===== src/rtl/rt_status_pkg.sv =====
package rt_status_pkg;
  localparam int SW_W     = 16;
  localparam int RTA_W    = 5;
  localparam int ME_BIT   = 10;
  localparam int SR_BIT   = 8;
  localparam int DBCA_BIT = 1;
  localparam int TF_BIT   = 0;
  localparam int N_FAULT  = 2;
endpackage


===== src/rtl/rt_cmd_track.sv =====
module rt_cmd_track (
  input  logic clk,
  input  logic rst,
  input  logic in_cmd,
  input  logic illegal_n,
  input  logic wc_mismatch,
  input  logic cmd_accept,
  output logic me_q,
  output logic ill_q
);
  logic in_cmd_d;
  logic rise;
  logic me_set;

  assign rise   = in_cmd & ~in_cmd_d;
  assign me_set = (rise & ~illegal_n) | wc_mismatch;

  always_ff @(posedge clk) begin
    if (rst) begin
      in_cmd_d <= 1'b0;
      ill_q    <= 1'b0;
      me_q     <= 1'b0;
    end else begin
      in_cmd_d <= in_cmd;
      if (rise) ill_q <= ~illegal_n;
      // set dominates a same-cycle clear
      me_q <= me_set | (me_q & ~cmd_accept);
    end
  end
endmodule


===== src/rtl/rt_fail_latch.sv =====
module rt_fail_latch #(
  parameter int N_SRC = 2
) (
  input  logic             clk,
  input  logic             rst,
  input  logic [N_SRC-1:0] fault,
  input  logic             tx_start,
  output logic             fail_q,
  output logic             fail_n
);
  logic any_fault;
  assign any_fault = |fault;

  always_ff @(posedge clk) begin
    if (rst) begin
      fail_q <= 1'b0;
      fail_n <= 1'b1;
    end else begin
      fail_q <= any_fault | (fail_q & ~tx_start);
      fail_n <= ~(any_fault | (fail_q & ~tx_start));
    end
  end
endmodule


===== src/rtl/rt_status_reg.sv =====
module rt_status_reg
  import rt_status_pkg::*;
#(
  parameter int WORD_W = SW_W,
  parameter int ADDR_W = RTA_W
) (
  input  logic              clk,
  input  logic              rst,
  input  logic              update,
  input  logic [ADDR_W-1:0] rt_addr,
  input  logic              me,
  input  logic              sr_n,
  input  logic              dbca_n,
  input  logic              dbc_valid,
  input  logic              ill,
  input  logic              tf,
  output logic [WORD_W-1:0] word
);
  localparam int ADDR_LSB = WORD_W - ADDR_W;

  logic [WORD_W-1:0] next_word;
  logic [WORD_W-1:0] flag_bits;

  genvar gi;
  generate
    for (gi = 0; gi < ADDR_LSB; gi++) begin : g_flag
      if (gi == ME_BIT) begin : g_me
        assign flag_bits[gi] = me;
      end else if (gi == SR_BIT) begin : g_sr
        assign flag_bits[gi] = ~sr_n;
      end else if (gi == DBCA_BIT) begin : g_dbca
        assign flag_bits[gi] = dbc_valid & ~dbca_n & ~ill;
      end else if (gi == TF_BIT) begin : g_tf
        assign flag_bits[gi] = tf;
      end else begin : g_zero
        assign flag_bits[gi] = 1'b0;
      end
    end
  endgenerate

  assign flag_bits[WORD_W-1:ADDR_LSB] = rt_addr;

  always_comb begin
    next_word = flag_bits;
  end

  always_ff @(posedge clk) begin
    if (rst) word <= '0;
    else if (update) word <= next_word;
  end
endmodule


===== src/rtl/rt_status_builder.sv =====
module rt_status_builder
  import rt_status_pkg::*;
#(
  parameter int WORD_W = SW_W,
  parameter int ADDR_W = RTA_W
) (
  input  logic              clk,
  input  logic              rst,
  input  logic [ADDR_W-1:0] rt_addr,
  input  logic              in_cmd,
  input  logic              cmd_accept,
  input  logic              illegal_n,
  input  logic              wc_mismatch,
  input  logic              svc_req_n,
  input  logic              dbc_accept_n,
  input  logic              dbc_cmd_valid,
  input  logic              self_test_fail,
  input  logic              wd_timeout,
  input  logic              status_update,
  input  logic              status_tx_start,
  output logic [WORD_W-1:0] status_word,
  output logic              rt_fail_n
);
  logic me_q, ill_q, fail_q;
  logic [N_FAULT-1:0] faults;

  assign faults = {wd_timeout, self_test_fail};

  rt_cmd_track u_cmd (
    .clk(clk), .rst(rst), .in_cmd(in_cmd), .illegal_n(illegal_n),
    .wc_mismatch(wc_mismatch), .cmd_accept(cmd_accept),
    .me_q(me_q), .ill_q(ill_q)
  );

  rt_fail_latch #(.N_SRC(N_FAULT)) u_fail (
    .clk(clk), .rst(rst), .fault(faults), .tx_start(status_tx_start),
    .fail_q(fail_q), .fail_n(rt_fail_n)
  );

  rt_status_reg #(.WORD_W(WORD_W), .ADDR_W(ADDR_W)) u_reg (
    .clk(clk), .rst(rst), .update(status_update), .rt_addr(rt_addr),
    .me(me_q), .sr_n(svc_req_n), .dbca_n(dbc_accept_n),
    .dbc_valid(dbc_cmd_valid), .ill(ill_q), .tf(fail_q),
    .word(status_word)
  );
endmodule


===== config.mk =====
export PLATFORM = sky130hd
export DESIGN_NAME = rt_status_builder
export DESIGN_NICKNAME = d
export VERILOG_FILES = /design/src/rtl/rt_status_pkg.sv /design/src/rtl/rt_cmd_track.sv /design/src/rtl/rt_fail_latch.sv /design/src/rtl/rt_status_reg.sv /design/src/rtl/rt_status_builder.sv
export SDC_FILE = /design/constraint.sdc
export NUM_CORES = 1
export LEC_CHECK = 0
export BUFFER_PORTS_ARGS = -buffer_cell sky130_fd_sc_hd__buf_2
export CORE_MARGIN = 1.5
export CORE_UTILIZATION = 43
export DETAILED_ROUTE_END_ITERATION = 16
export MAX_ROUTING_LAYER = met4
export PLACE_DENSITY = 0.86
export SLEW_MARGIN = 20
export SYNTH_ARGS = -nofsm -noshare
export SYNTH_HDL_FRONTEND = slang
export SYNTH_SLANG_ARGS = --single-unit

===== constraint.sdc =====
create_clock -name clk -period 2.4 [get_ports clk]
set_clock_uncertainty 0.15 [all_clocks]
set_input_delay 0.6 -clock clk [delete_from_list [all_inputs] [get_ports clk]]
set_output_delay 0.6 -clock clk [all_outputs]
set_load 0.02 [all_outputs]

==> flow_summary.ini, run 1 <==
[routing]
routed-via-count = 443
drc_errors = 0
dr.pass1.iters = 3
drt-wirelength-per-cell_um = 10.0
antenna_left = 0
drt_iter0_drc = 5
viasPerCell = 4.52
postRouteWirelength_um = 984

[place]
routabilityCongestion = 0.686
portBuffers = 27
place_ws_ns = 0.912
dp.cells = 94

[setup_path]
cp_cell_sequence = buf_2
slowest_stage = dfxtp_1
path_delay_family = flip-flops
critPathBufInv = 1
start_kind = flip-flop
r2r_start = u_cmd.in_cmd_d
crit_path_start = u_reg.word[0]
crit_arrival_ns = 0.78
path_max_fanout = 2
cp.required_ns = 1.65
path_class = reg -> out
end_kind = output port
cpPeakStageDelay_ns = 0.34

[finish]
n_antenna_cell = 0
fin_util = 0.608
fin_nets = 103
num-fill-cells = 108
multi_input_area_um2 = 235
area_growth_syn_to_layout_pct = 25.9
seq_area_um2 = 280
final_cells = 98
drive_gt1_frac = 0.381

[clock_network]
cts_max_level = 1
postCtsSetupBuffers = 0
cts.repair.resized = 0
max-clock-path-buffers = 2
ctsHoldBuffers = 0
insertion_delay_ns = 0.27
cts-root-buf = clkbuf_4
cts_tree = done
numCtsBuffers = 3
clkTransAtPathRegs_ns = 0.08
cts_sinks = 14

[pwr]
p_int_mw = 0.369
leakage_nw = 0.376
power_frac_clock = 0.334
combPwrFrac = 0.153
power.total_mw = 0.493
switching_share = 0.250
powerDensity_nw_per_um2 = 692
power.switching_mw = 0.123
seqPwrFrac = 0.513
vdd_drop_max_v = 0.000546

[timing]
period_minus_slack_ns = 1.53
tns_ns = 0
finalWorstSetupSlack_ns = 0.872
hold_viol = 0
rsz0062_at_grt = false
slew_viol_final = 0
setup_viol = 0
fmax_mhz = 654
fin_crit_sh = 0.637

[grt]
grtUsageTotal = 0.162
grt_overflow = 0
grt_antenna_before_repair = 0
grt_first_pass_wirelength_um = 1580
grt_max_degree = 15
first_global_vias = 425

[floorplanning]
die_w_um = 39.3
dieArea_um2 = 1540
coreArea_um2 = 1170
rows = 12
start_util = 0.483
die_y_um = 39.3
ioPinCount = 35

[worst_hold_path]
hold_start = u_cmd.ill_q
hold_path_class = reg -> reg

[logic_synthesis]
ys_seq_area_frac = 0.496
ys_ff_latch = 14
yosys_warnings = 0
synth_area_per_cell_um2 = 10.1
synth.distinct_cells = 16
postSynthCellCount = 56
synth_area_um2 = 566

[job]
drv_cap = 0

[outcome]
outcome = finished, final reports clean
[cells in the final DEF, fill, tap and decap left out]
cell / count
conb_1: 7
nand4bb_1: 1
mux2i_1: 7
a31oi_2: 1
a21oi_1: 2
nor2_1: 9
and3b_1: 1
nand2b_1: 4
clkbuf_8: 1
or3b_1: 1
clkbuf_4: 3
a211oi_1: 2
buf_2: 27
nor2b_1: 1
a21o_1: 1
dfxtp_1: 14
inv_1: 2
[final timing paths]
| kind | endpoint | slack, ns | cells after the start |
|---|---|---|---|
| worst max register to register | u_cmd.me_q | 1.34 | 2 |
| worst max-delay path | status_word[0] | 0.87 | 1 |
| worst min-delay path | u_cmd.ill_q | 0.31 | 2 |
| worst min register to register | u_cmd.ill_q | 0.31 | 2 |
[kinds of logic (layout without fill, tap and decap cells)]
| logic type | count (synthesis) | in the layout | synth area share |
|---|---|---|---|
| muxes | 7 | 7 | 0.124 |
| and+or+nand+nor | 17 | 17 | 0.166 |
| DFF | 14 | 14 | 0.496 |
| buffers and inverters | 11 | 33 | 0.128 |
| other | 1 | 7 | 0.00663 |
| AOI/OAI and AO/OA | 6 | 6 | 0.0796 |
[area by class of cell]
cell class              count  area share
flip-flops and latches     14       0.394
clock buffers               4      0.0510
well taps                  14      0.0246
inverters                   2      0.0105
multi-input cells          37       0.330
repair buffers             27       0.190
[cells in the mapped netlist]
| cell | number | area [µm²] |
|---|---|---|
| and3b_1 | 1 | 8.76 |
| a31oi_2 | 1 | 12.5 |
| nand2b_1 | 4 | 25.0 |
| inv_1 | 2 | 7.51 |
| or3b_1 | 1 | 8.76 |
| dfxtp_1 | 14 | 280 |
| nor2_1 | 9 | 33.8 |
| a21o_1 | 1 | 7.51 |
| nor2b_1 | 1 | 6.26 |
| buf_4 | 8 | 60.1 |
| buf_2 | 1 | 5.00 |
| a211oi_1 | 2 | 15.0 |
| nand4bb_1 | 1 | 11.3 |
| mux2i_1 | 7 | 70.1 |
| a21oi_1 | 2 | 10.0 |
| conb_1 | 1 | 3.75 |
[power groups by stage]
stage | combinational, mW | sequential (mW) | clock, mW
3_5_place_dp | 0.0761 | 0.259 | 0
2_1_floorplan | 0.0456 | 0.270 | 0
6_report | 0.0752 | 0.253 | 0.165
4_1_cts | 0.0762 | 0.253 | 0.171
5_1_grt | 0.0835 | 0.255 | 0.179
3_3_place_gp | 0.0738 | 0.258 | 0
[state kept, by name (all words and copies together) (netlist names)]
name            count
u_cmd.in_cmd_d      1
u_cmd.ill_q         1
u_cmd.me_q          1
u_reg.word          9
u_fail.fail_n       1
u_fail.fail_q       1
[stage by stage]
step                      hold WS, ns  cell area, µm²
after floorplan                 0.271             588
after global placement          0.293             676
after detailed placement        0.298             676
after CTS                       0.311             712
after global routing            0.333             712
final                           0.307             712
[metal layers]
metal	share of wire	track usage	vias to the layer above
met2	0.52	0.288	19
met3	0.069	0.0682	0
li1	-	-	226
met1	0.41	0.158	198
met5	0	-	-
met4	0	0.0517	0
Note: power is estimated with default switching activity, not from simulation.
==> run 2: changes to the inputs <==
Settings changed: ABC_AREA from default to 1, CORE_UTILIZATION 43 to 36, PLACE_DENSITY 0.86 to 0.78.
Clock period 2.4 ns to 1.3 ns, I/O delays scaled along.
==> run 2 against run 1 <==
  * Global-route usage is 4.8 points lower
  * Final area is 1.1% lower
  * Total power is 72% higher
  * Worst hold slack worse by 0.23 ns
  * Non-clock buffer count stayed put
  * Register-to-register slack worse by 0.86 ns
  * Cell count is 19% higher
  * Sequential power is 86% higher
  * Synthesized cell count is 30% higher
  * Clock power is 39% higher
  * Critical path depth stayed put
  * Utilization is 13 points lower
  * Critical endpoint is now status_word[13]
==> flow_summary.ini, run 2 <==
[outcome]
outcome = finished, final reports clean

[clock_network]
ctsHoldBuffers = 0
clkTransAtPathRegs_ns = 0.07
max-clock-path-buffers = 2
cts_tree = done
cts_sinks = 14
cts-root-buf = clkbuf_4
cts_max_level = 1
insertion_delay_ns = 0.27
numCtsBuffers = 3
postCtsSetupBuffers = 0

[logic_synthesis]
synth.most_common_cell = nor2_1
synth_area_um2 = 563
async_reset_ff_frac = 0
synth_top_area_share = 0.498
synth_edf_count = 0
ys_seq_area_frac = 0.498
synth_area_per_cell_um2 = 7.71
ys_ff_latch = 14
synth.distinct_cells = 13
postSynthCellCount = 73
ys.flop_type = dfxtp_1
ys_top_cells_by_area = dfxtp_1 (50%), nor2_1 (12%), buf_4 (9.3%), o21ai_0 (7.1%), inv_1 (6.7%)
synth_common_cells = nor2_1 (18), dfxtp_1 (14), inv_1 (10)
yosys_warnings = 0
synth_area_leader_cell = dfxtp_1

[floorplanning]
ioPinCount = 35
coreArea_um2 = 1490
rows = 14
start_util = 0.378
die_y_um = 42.5
dieArea_um2 = 1810
die_w_um = 42.5

[grt]
grt_first_pass_wirelength_um = 1570
grt_max_degree = 13
grt_antenna_before_repair = 0
grt_overflow = 0
first_global_vias = 437
grtUsageTotal = 0.114

[setup_path]
start_kind = flip-flop
cpPeakStageDelay_ns = 0.34
crit_arrival_ns = 0.77
cp_cell_sequence = buf_2
critPathBufInv = 1
slowest_stage = dfxtp_1
end_kind = output port
path_class = reg -> out
cp.required_ns = 0.82
crit_cells = 1
r2r_cells = 5
path_max_fanout = 2
path_delay_family = flip-flops

[finish]
largest_reg_flops = 9
num-fill-cells = 161
largest_register = u_reg.word
mostFrequentLayoutCell = buf_2
multi_input_area_um2 = 200
drive_gt1_frac = 0.317
area_growth_syn_to_layout_pct = 25.1
fin_nets = 121
fin_util = 0.473
most-common-layout-cells = buf_2 (25), nor2_1 (18), dfxtp_1 (14)
seq_area_um2 = 280
n_antenna_cell = 0

[pwr]
seqPwrFrac = 0.556
switching_share = 0.269
powerDensity_nw_per_um2 = 1200
leakage_nw = 0.397
power_frac_clock = 0.270
combPwrFrac = 0.174
power.switching_mw = 0.228
p_int_mw = 0.619
power.total_mw = 0.847
vdd_drop_max_v = 0.000615

[timing]
setup_viol = 0
rsz0062_at_grt = false
slew_viol_final = 0
fin_crit_sh = 0.960
hold_ws_ns = 0.0731
period_minus_slack_ns = 1.25
fmax_mhz = 801
hold_viol = 0
tns_ns = 0

[routing]
drt-wirelength-per-cell_um = 8.46
routed-via-count = 521
viasPerCell = 4.45
drc_errors = 0
postRouteWirelength_um = 990
antenna_left = 0
dr.pass1.iters = 4
drt_iter0_drc = 10

[place]
routabilityCongestion = 0.580
portBuffers = 27
hpwl_um = 790

[worst_hold_path]
holdPathStages = 2
hold_path_class = in -> reg

[job]
drv_cap = 0
## run 2: changes by cell type in the layout (fill, tap and decap cells not counted), moves of 2 or more
| cell | before | now |
|---|---|---|
| mux2i_1 | 7 | 0 |
| nor2_1 | 9 | 18 |
| inv_1 | 2 | 10 |
| a211oi_1 | 2 | 0 |
| nand2b_1 | 4 | 0 |
| nand3b_1 | 0 | 2 |
| nand2_1 | 0 | 6 |
| buf_2 | 27 | 25 |
| buf_4 | 0 | 2 |
| o21ai_0 | 0 | 8 |
## run 2: cells by family after synthesis
family,synth area share
AO/OA/AOI/OAI,0.113
buffers and inverters,0.187
flip-flops,0.498
other,0.00666
AND/OR/NAND/NOR,0.196
## run 2: worst register-to-register path, stage by stage, from the launching register on
cell	delay (ns)
dfxtp_1	0.31
inv_1	0.04
nand2_1	0.07
nor2_1	0.04
nor2_1	0.08
nor2_1	0.04
## run 2: cell type report
cell class / count / share of cell area
Sequential cell: 14 / 0.398
Multi-Input combinational cell: 46 / 0.284
Timing Repair Buffer: 27 / 0.199
Inverter: 11 / 0.0586
Clock buffer: 3 / 0.0320
Tap cell: 16 / 0.0284
## run 2: timing repair
action / 4_1_cts / 5_1_grt
setup endpoints to repair: 0 / 2
resized for setup: 0 / 2
endpoints found under the hold margin: 0 / 0
## run 2: path summary, 6_finish.rpt
check / slack (ns) / start / endpoint
setup reg to reg: 0.48 / u_cmd.in_cmd_d / u_cmd.me_q
hold / removal: 0.07 / svc_req_n / u_reg.word[8]
setup / recovery: 0.05 / u_reg.word[13] / status_word[13]
hold reg to reg: 0.32 / u_cmd.ill_q / u_cmd.ill_q
## run 2: power groups by stage
stage          combinational, mW  clock [mW]  sequential, mW
2_1_floorplan             0.0822           0           0.506
3_3_place_gp               0.142           0           0.481
3_5_place_dp               0.145           0           0.481
4_1_cts                    0.146       0.239           0.471
5_1_grt                    0.163       0.260           0.475
6_report                   0.147       0.229           0.471
## run 2: stage by stage
step                      setup WS, ns  cell area [µm²]  std cells
final                           0.0522              704        117
after floorplan                  0.400              586         79
after detailed placement         0.204              677        114
after CTS                       0.0337              699        117
after global placement           0.236              677        114
after global routing          0.000556              704        117
## run 2: routing by layer
layer | wire length, µm | GRT usage | vias to the layer above
met5 | 0 | - | -
met4 | 0 | 0.0375 | 0
met3 | 75 | 0.0302 | 0
met2 | 474 | 0.175 | 29
met1 | 439 | 0.144 | 226
li1 | - | - | 266
==> run 3: changes to the inputs <==
Settings changed: GPL_TIMING_DRIVEN from default to 0.
==> run 3 against run 2 <==
  * First-iteration DRC count decreased by 30%
  * Clock-buffer cell count unchanged
  * Utilization increased by 3.9 points
  * Wire length increased by 2.1%
  * Die area unchanged
  * Critical endpoint is now status_word[8]
==> flow_summary.ini, run 3 (same netlist as run 2, synthesis figures left out) <==
[routing]
antenna_left = 0
postRouteWirelength_um = 1010
viasPerCell = 4.37
drt_iter0_drc = 7
drt-wirelength-per-cell_um = 8.09
routed-via-count = 546
dr.pass1.iters = 4
drc_errors = 0

[finish]
drive_gt1_frac = 0.367
n_antenna_cell = 0
area_growth_syn_to_layout_pct = 35.6
mostFrequentLayoutCell = buf_2
largest_reg_flops = 9
fin_nets = 129
most-common-layout-cells = buf_2 (27), nor2_1 (18), dfxtp_1 (14)
largest_register = u_reg.word
fin_util = 0.513

[clock_network]
cts_max_level = 1
cts.repair.resized = 0
cts_sinks = 14
cts-root-buf = clkbuf_4
numCtsBuffers = 3
max-clock-path-buffers = 2
ctsHoldBuffers = 0
cts_tree = done
insertion_delay_ns = 0.27
clkTransAtPathRegs_ns = 0.08
postCtsSetupBuffers = 0

[grt]
first_global_vias = 447
grt_max_degree = 11
grtUsageTotal = 0.123
grt_first_pass_wirelength_um = 1660
grt_overflow = 0
grt_antenna_before_repair = 0

[pwr]
leakage_nw = 0.441
powerDensity_nw_per_um2 = 1130
vdd_drop_max_v = 0.000498

[worst_hold_path]
holdPathStages = 2
hold_start = svc_req_n
hold_path_class = in -> reg
hold_end = u_reg.word[8]

[floorplanning]
start_util = 0.378
dieArea_um2 = 1810
rows = 14
die_y_um = 42.5
coreArea_um2 = 1490
ioPinCount = 35
die_w_um = 42.5

[setup_path]
path_delay_family = flip-flops
slowest_stage = dfxtp_1
start_kind = flip-flop
r2r_start = u_cmd.in_cmd_d
rrSetupSlack_ns = 0.46
r2r_cells = 5
cp_cell_sequence = buf_2
cp.required_ns = 0.82
crit_arrival_ns = 0.78
critPathBufInv = 1
path_max_fanout = 2
path_class = reg -> out
cpPeakStageDelay_ns = 0.35
rr_endpoint = u_cmd.me_q
end_kind = output port

[timing]
fin_crit_sh = 0.965
setup_viol = 0
rsz0062_at_grt = false
fmax_mhz = 797
tns_ns = 0
slew_viol_final = 0
hold_viol = 0
period_minus_slack_ns = 1.25

[outcome]
outcome = finished, final reports clean

[place]
routabilityCongestion = 0.620
portBuffers = 27
hpwl_um = 806

[job]
drv_cap = 0
## run 3: cell count changes in the layout (fill, tap and decap cells not counted), sizes merged
cell / delta
buf: +8
## run 3: through the flow
step / hold WS, ns / cells / instance area [µm²] / power (mW) / worst slack [ns]
after floorplan: 0.244 / 79 / 586 / 0.588 / 0.400
after detailed placement: 0.329 / 122 / 741 / 0.646 / 0.236
after global routing: 0.0632 / 125 / 763 / 0.920 / 0.000151
final: 0.0724 / 125 / 763 / 0.866 / 0.0454
after global placement: 0.303 / 122 / 741 / 0.642 / 0.260
after CTS: 0.0618 / 125 / 763 / 0.882 / 0.0294
## run 3: cell type report
cell class                      instances  area (µm²)
Buffer                                  8        63.8
Clock buffer                            3        22.5
Fill cell                             154         726
Inverter                               11        41.3
Multi-Input combinational cell         46         200
Sequential cell                        14         280
Tap cell                               16        20.0
Timing Repair Buffer                   27         135
## run 3: metal layers
metal | vias to the layer above | GRT usage | part of all wire
met5 | - | - | 0
met4 | 0 | 0.0563 | 0.0079
met3 | 2 | 0.0302 | 0.088
met2 | 26 | 0.200 | 0.47
met1 | 236 | 0.141 | 0.43
li1 | 282 | - | -
## run 3: how the worst max path moves through the flow
stage	from	end	slack [ns]	cells past startpoint
floorplan	u_reg.word[8]	status_word[8]	0.40	0
global placement	status_update	u_reg.word[13]	0.26	4
detailed placement	status_update	u_reg.word[12]	0.24	4
CTS	u_reg.word[8]	status_word[8]	0.03	1
global route	u_reg.word[8]	status_word[8]	0.0002	1
finish	u_reg.word[8]	status_word[8]	0.05	1
## run 3: power by group
part | switching, mW | internal, mW | total [mW]
Clock | 0.124 | 0.107 | 0.231
Sequential | 0.0120 | 0.458 | 0.470
Combinational | 0.0963 | 0.0693 | 0.166
Total | 0.232 | 0.634 | 0.866
